## config.mk

```make
export PLATFORM = sky130hd
export DESIGN_NAME = bus_cycle_monitor
export DESIGN_NICKNAME = d
export VERILOG_FILES = /design/src/rtl/bmon_pkg.sv /design/src/rtl/bmon_limit.sv /design/src/rtl/bmon_counter.sv /design/src/rtl/bmon_flag.sv /design/src/rtl/bus_cycle_monitor.sv
export SDC_FILE = /design/constraint.sdc
export NUM_CORES = 1
export LEC_CHECK = 0
export BUFFER_PORTS_ARGS = -buffer_cell sky130_fd_sc_hd__buf_2
export CAP_MARGIN = 20
export CORE_MARGIN = 2
export CORE_UTILIZATION = 60
export DETAILED_ROUTE_END_ITERATION = 7
export PLACE_DENSITY = 0.91
export RECOVER_POWER = 100
export SLEW_MARGIN = 10
export SYNTH_ARGS = -nofsm -noshare
export SYNTH_HDL_FRONTEND = slang
export SYNTH_SLANG_ARGS = --single-unit
```

## constraint.sdc

```tcl
create_clock -name clk -period 2.95 [get_ports clk]
set_clock_uncertainty 0.15 [all_clocks]
set_input_delay 0.59 -clock clk [delete_from_list [all_inputs] [get_ports clk]]
set_output_delay 0.59 -clock clk [all_outputs]
set_load 0.005 [all_outputs]
```

## src/rtl/bmon_pkg.sv

```systemverilog
package bmon_pkg;

    typedef enum logic {
        MON_IDLE   = 1'b0,
        MON_ACTIVE = 1'b1
    } mon_state_e;

    typedef logic [1:0] tsel_t;

    // Limit for a select code: the base window halved once per code step.
    function automatic int unsigned limit_of(input tsel_t code, input int unsigned base);
        return base >> code;
    endfunction

endpackage

```

## src/rtl/bmon_limit.sv

```systemverilog
module bmon_limit
    import bmon_pkg::*;
#(
    parameter int unsigned BASE_LIMIT = 1024,
    localparam int CW = $clog2(BASE_LIMIT) + 1
) (
    input  logic          clk,
    input  logic          rst,
    input  logic          load,
    input  tsel_t         code,
    output logic [CW-1:0] lim
);
    logic [CW-1:0] lim_q;

    always_ff @(posedge clk) begin
        if (rst) begin
            lim_q <= CW'(BASE_LIMIT);
        end else if (load) begin
            lim_q <= CW'(limit_of(code, BASE_LIMIT));
        end
    end

    assign lim = lim_q;


    limit_stable_chk: assert property (@(posedge clk) disable iff (rst)
        !load |=> $stable(lim_q));

endmodule

```

## src/rtl/bmon_counter.sv

```systemverilog
module bmon_counter
    import bmon_pkg::*;
#(
    parameter int unsigned BASE_LIMIT = 1024,
    localparam int CW = $clog2(BASE_LIMIT) + 1
) (
    input  logic          clk,
    input  logic          rst,
    input  logic          strobe,
    input  logic          ta_n,
    input  logic [CW-1:0] lim,
    output logic          start,
    output logic          active,
    output logic          hit
);
    mon_state_e    st;
    logic [CW-1:0] cnt;

    assign active = (st == MON_ACTIVE);
    assign start  = (st == MON_IDLE) && strobe && ta_n;
    assign hit    = active && ta_n && (cnt == lim);

    always_ff @(posedge clk) begin
        if (rst) begin
            st  <= MON_IDLE;
            cnt <= '0;
        end else begin
            unique case (st)
                MON_IDLE: begin
                    if (start) begin
                        st  <= MON_ACTIVE;
                        cnt <= CW'(1);
                    end
                end
                MON_ACTIVE: begin
                    if (!ta_n || hit) begin
                        st  <= MON_IDLE;
                        cnt <= '0;
                    end else begin
                        cnt <= cnt + CW'(1);
                    end
                end
                default: begin
                    st  <= MON_IDLE;
                    cnt <= '0;
                end
            endcase
        end
    end


    idle_no_count_chk: assert property (@(posedge clk) disable iff (rst)
        (st == MON_IDLE) |-> (cnt == '0));


    cnt_within_lim_chk: assert property (@(posedge clk) disable iff (rst)
        active |-> (cnt <= lim) && (cnt != '0));


    ack_ends_cycle_chk: assert property (@(posedge clk) disable iff (rst)
        (active && !ta_n) |=> !active);

endmodule

```

## src/rtl/bmon_flag.sv

```systemverilog
module bmon_flag (
    input  logic clk,
    input  logic rst,
    input  logic hit,
    input  logic clr,
    output logic terr,
    output logic flag
);
    logic terr_q;
    logic flag_q;

    always_ff @(posedge clk) begin
        if (rst) begin
            terr_q <= 1'b0;
            flag_q <= 1'b0;
        end else begin
            terr_q <= hit;
            flag_q <= hit | (flag_q & ~clr);
        end
    end

    assign terr = terr_q;
    assign flag = flag_q;


    single_pulse_chk: assert property (@(posedge clk) disable iff (rst)
        terr_q |=> !terr_q);


    flag_sets_chk: assert property (@(posedge clk) disable iff (rst)
        hit |=> flag_q);


    flag_holds_chk: assert property (@(posedge clk) disable iff (rst)
        (flag_q && !clr) |=> flag_q);

endmodule

```

## src/rtl/bus_cycle_monitor.sv

```systemverilog
module bus_cycle_monitor
    import bmon_pkg::*;
#(
    parameter int unsigned BASE_LIMIT = 1024
) (
    input  logic       clk,
    input  logic       rst,
    input  logic       cs_n,
    input  logic       ras_n,
    input  logic       ta_n,
    input  logic [1:0] tsel,
    input  logic       sts_clr,
    output logic       terr,
    output logic       tout_flag
);
    localparam int CW = $clog2(BASE_LIMIT) + 1;

    logic          strobe;
    logic          start;
    logic          active;
    logic          hit;
    logic [CW-1:0] lim;

    assign strobe = ~cs_n | ~ras_n;

    bmon_limit #(.BASE_LIMIT(BASE_LIMIT)) limit_i (
        .clk  (clk),
        .rst  (rst),
        .load (start),
        .code (tsel),
        .lim  (lim)
    );

    bmon_counter #(.BASE_LIMIT(BASE_LIMIT)) count_i (
        .clk    (clk),
        .rst    (rst),
        .strobe (strobe),
        .ta_n   (ta_n),
        .lim    (lim),
        .start  (start),
        .active (active),
        .hit    (hit)
    );

    bmon_flag flag_i (
        .clk  (clk),
        .rst  (rst),
        .hit  (hit),
        .clr  (sts_clr),
        .terr (terr),
        .flag (tout_flag)
    );


    ack_wins_chk: assert property (@(posedge clk) disable iff (rst)
        (active && !ta_n) |=> !terr);


    instant_ack_chk: assert property (@(posedge clk) disable iff (rst)
        (!active && !ta_n) |=> !active);


    start_on_strobe_chk: assert property (@(posedge clk) disable iff (rst)
        (!active && strobe && ta_n) |=> active);

endmodule

```

**Word level (Yosys, flattened, before mapping)**

Index checks and enable logic that the tools add are counted.

- Word-level logic and storage cells: 28
- Bits in registers: 25
- Bits of input ports: 8

- Shifts and indexed selects: 1
- Bitwise logic cells: 7
- Add/subtract/negate cells: 1
- Equal/unequal tests: 2
- Mux-type cells: 6
- Reduce and logical (&&, ||, !) cells: 6

Operator list:

| kind | number |
|---|---|
| 11-bit two-way mux | 2 |
| 11-bit one-hot mux with 2 select lines | 1 |
| 11-bit by 1-bit adder with 11-bit output, second input constant | 1 |
| 11-bit equality test | 1 |
| 11-bit by 2-bit right shift with 11-bit output, first input constant | 1 |
| 1-bit logical AND | 4 |
| 1-bit NOT | 4 |
| 1-bit two-way mux | 2 |
| 2-bit by 1-bit inequality test with 1-bit output, second input constant | 1 |
| 1-bit bitwise OR | 2 |
| 1-bit one-hot mux with 2 select lines | 1 |
| 1-bit bitwise AND | 1 |
| 1-bit logical NOT | 1 |
| 1-bit logical OR | 1 |

**Depth between registers and ports, before layout**

- Depth in word-level cells: 6
- Gate-level depth with buffers: 7
- Mapped depth without buffers: 7

**Modules after synthesis**

A second synthesis with hierarchy kept.

- Cells, all modules: 124
- Area, all modules: 1067.3 µm²

Modules (own cells, without submodules):

| module | area an instance (µm²) | cells an instance | instances |
|---|---|---|---|
| bmon_counter | 792.0 | 93 | 1 |
| bmon_limit | 209.0 | 24 | 1 |
| bmon_flag | 62.6 | 6 | 1 |
| bus_cycle_monitor | 3.8 | 1 | 1 |

**Worst setup path before layout**

No wires, ideal clock.

- Path kind: register -> register
- Start: register count_i.cnt[0]
- End: register count_i.cnt[0]
- Buffers on the path: 0
- Cell stages (with the launch flop): 8
- Slack: 1.072 ns
- Setup time: 0.133 ns
- Arrival time: 1.595 ns
- Period minus slack after synthesis: 1.878 ns
- Cell sequence: dfxtp_1 inv_1 ha_1 or4b_4 nor3_4 nand4_4 a31oi_4 a211oi_1

- Cells in the longest elaborated chain, start to end: 5
- Elaborated cells between the ends (all ways): 6

RTL lines:

| element | RTL line | RTL |
|---|---|---|
| start: declaration | bmon_counter.sv:17 | `logic [CW-1:0] cnt;` |
| start signal: assignment | bmon_counter.sv:40 | `cnt <= cnt + CW'(1);` |
| branches (longest 3 deep; another with 11-bit by 1-bit adder with 11-bit output) | n/a |  |
| 11-bit two-way mux (*) | bmon_counter.sv:36 | `if (!ta_n \|\| hit) begin` |
| 11-bit one-hot mux with 2 select lines (*) | bmon_counter.sv:28 | `unique case (st)` |

Every way passes the cells marked *.
A chain may end at the register's enable or synchronous reset.

**Worst setup path in the final report**

- Start: register count_i.cnt[0]
- End: register count_i.cnt[9]

The elaborated chain is that of the path after synthesis.

==> results.sh <==
export IMPL_outcome="finished, final reports clean"
export IMPL_power_mw=0.455
export IMPL_drt_pass1_iterations=4
export IMPL_dp_hpwl_um=1390
export IMPL_crit_fanout=10
export IMPL_grt_pass1_wl_um=3220
export IMPL_clk_pin_slew_ps=110
export IMPL_synth_most_common_cell="dfxtp_1"
export IMPL_synth_distinct_cells=34
export IMPL_startpoint_type="flop"
export IMPL_crit_arrival_ps=2450
export IMPL_dieArea_um2=1870
export IMPL_post_cts_setup_buffers=0
export IMPL_critical_path_cell_chain="inv_1, ha_1, or4b_4, nor3_4, nand4_1, a31oi_1, o22ai_1"
export IMPL_cts_buffer_depth=2
export IMPL_yosysTopAreaCell="dfxtp_1"
export IMPL_power_density_nw_per_um2=457
export IMPL_wl_um=1930
export IMPL_relSlewSlack=0.517
export IMPL_routed_via_density=6.36
export IMPL_vias=846
export IMPL_grt_antenna_before_repair=0
export IMPL_ys_ff_latch=18
export IMPL_max_cap_viol_count=0
export IMPL_grt_pass1_vias=742
export IMPL_core_area_um2=1470
export IMPL_row_count=14
export IMPL_final_nets=128
export IMPL_fin_setup_tns_ps=0
export IMPL_area_growth_synth_to_final_pct=7.85
export IMPL_fin_crit_ps=2420
export IMPL_drv_slew=0
export IMPL_async_flop_share=0
export IMPL_synth_edf_count=0
export IMPL_drt_iter0_drc=33
export IMPL_antenna_cells=0
export IMPL_grt_usage=0.230
export IMPL_p_leak_nw=0.364
export IMPL_gp_congestion=0.796
export IMPL_syn_area_per_cell_um2=8.64
export IMPL_synth_main_ff_cell="dfxtp_1"
export IMPL_cts_inserted_buffers=3
export IMPL_ir_drop_uv=270
export IMPL_ctsHoldBuffers=0
export IMPL_grt_max_degree=12
export IMPL_rsz0062_at_grt="false"
export IMPL_drive_above_1_share=0.137
export IMPL_ys_warn_count=0
export IMPL_synthTopCellsByCount="18 x dfxtp_1, 14 x nand2_1, 14 x nand3_1, 5 x nand4_1, 5 x nor2_1"
export IMPL_htree_levels=1
export IMPL_io_buffers=9
export IMPL_grt_ovfl_total=0
export IMPL_ant_nets=0
export IMPL_wire_per_inst_um=14.5
export IMPL_hold_violations=0
export IMPL_hold_path_class="reg -> reg"
export IMPL_cts_root_buf="clkbuf_4"
export IMPL_period_share=0.820
export IMPL_slowest_stage="or4b_4"
export IMPL_worstSkewPairLatency_ps=290
export IMPL_io_pins=10
export IMPL_fmax_mhz=414
export IMPL_cts_resized_gates=0
export IMPL_chipWidth_um=43.3
export IMPL_worst_pin_slew_ps=722
export IMPL_yosysTopAreaCellShare=0.390
export IMPL_initial_core_util=0.628
export IMPL_cp_required_ps=2980
export IMPL_cts_tree="yes"
export IMPL_synth_area_um2=925
export IMPL_netlist_top_cells_area="dfxtp_1 39%, nand3_1 7.6%, nand2_1 5.7%, nand4_1 3.4%, o311ai_0 2.8%"
export IMPL_yosysSeqAreaShare=0.390
export IMPL_die_h_um=43.3
export IMPL_numClockSinks=18
export IMPL_synth_nets=117
export IMPL_crit_path_max_incr_delay_ps=470
export IMPL_crit_path_end_kind="flop"
export IMPL_netlist_instances=107
export IMPL_drc=0
export IMPL_setup_viol_count_final=0
export IMPL_criticalPathCategory="reg -> reg"
final timing paths:
check | start | to | slack (ps) | depth (start not counted)
setup / recovery | count_i.cnt[0]$_SDFFE_PP0P_ | count_i.cnt[9]$_SDFFE_PP0P_ | 530 | 7
hold / removal | limit_i.lim[8]$_SDFFE_PP0P_ | limit_i.lim[8]$_SDFFE_PP0P_ | 330 | 2
setup reg to reg | count_i.cnt[0]$_SDFFE_PP0P_ | count_i.cnt[9]$_SDFFE_PP0P_ | 530 | 7
hold reg to reg | limit_i.lim[8]$_SDFFE_PP0P_ | limit_i.lim[8]$_SDFFE_PP0P_ | 330 | 2
layer usage:
| layer | vias to the layer above | GRT usage | routed length (µm) |
|---|---|---|---|
| met2 | 35 | 0.373 | 983 |
| met5 | - | 0 | 0 |
| li1 | 410 | - | - |
| met3 | 2 | 0.0383 | 115 |
| met1 | 399 | 0.309 | 820 |
| met4 | 0 | 0.0727 | 11 |
area by class of cell:
| type | instances | area (µm²) |
|---|---|---|
| fill | 131 | 474 |
| clock buffer | 4 | 36.3 |
| inverter | 4 | 15.0 |
| tap | 16 | 20.0 |
| multi-input combinational | 81 | 519 |
| sequential | 18 | 360 |
| timing repair buffer | 10 | 46.3 |
registers in the layout (all words and copies together), names as in the netlist:
register	flops
count_i.cnt	11
flag_i.flag	1
flag_i.terr	1
limit_i.lim	4
count_i.active	1
cell usage in the layout (no fill, tap or decap), types with 4 or more instances in the layout:
cell,instances
inv_1,4
dfxtp_1,18
nand3_1,14
nand4_1,6
buf_2,7
nor2_1,5
nand2_1,14
through the flow:
step / std cells / hold WS, ps / setup slack, ps / utilization / instance area, µm²
after floorplan: 107 / 293 / 1070 / - / 925
after global placement: 128 / 304 / 846 / 0.662 / 975
after detailed placement: 128 / 319 / 704 / 0.662 / 975
after CTS: 132 / 336 / 853 / 0.687 / 1010
after global routing: 133 / 358 / 372 / 0.678 / 997
final: 133 / 331 / 532 / 0.678 / 997
cells by family after synthesis:
| group | synth area share |
|---|---|
| DFF | 0.390 |
| and+or+nand+nor | 0.371 |
| xor gates and xnor gates | 0.0474 |
| buffers and inverters | 0.0325 |
| AOI/OAI and AO/OA | 0.133 |
| adders and majority gates | 0.0271 |
power breakdown:
group | leakage, nW | total, mW | switching [mW] | internal [mW]
Clock | 0.0210 | 0.153 | 0.0779 | 0.0751
Combinational | 0.197 | 0.0474 | 0.0280 | 0.0195
Sequential | 0.146 | 0.255 | 0.00632 | 0.249
Total | 0.364 | 0.455 | 0.112 | 0.343
worst max-delay path: cells and delay by family, from the launching register on:
kind            cells  cell delay, ps
buf+inv             1             120
simple gates        3            1090
compound gates      2             450
fa+ha+maj           1             150
flops               1             360
(Power assumes the default switching activity.)
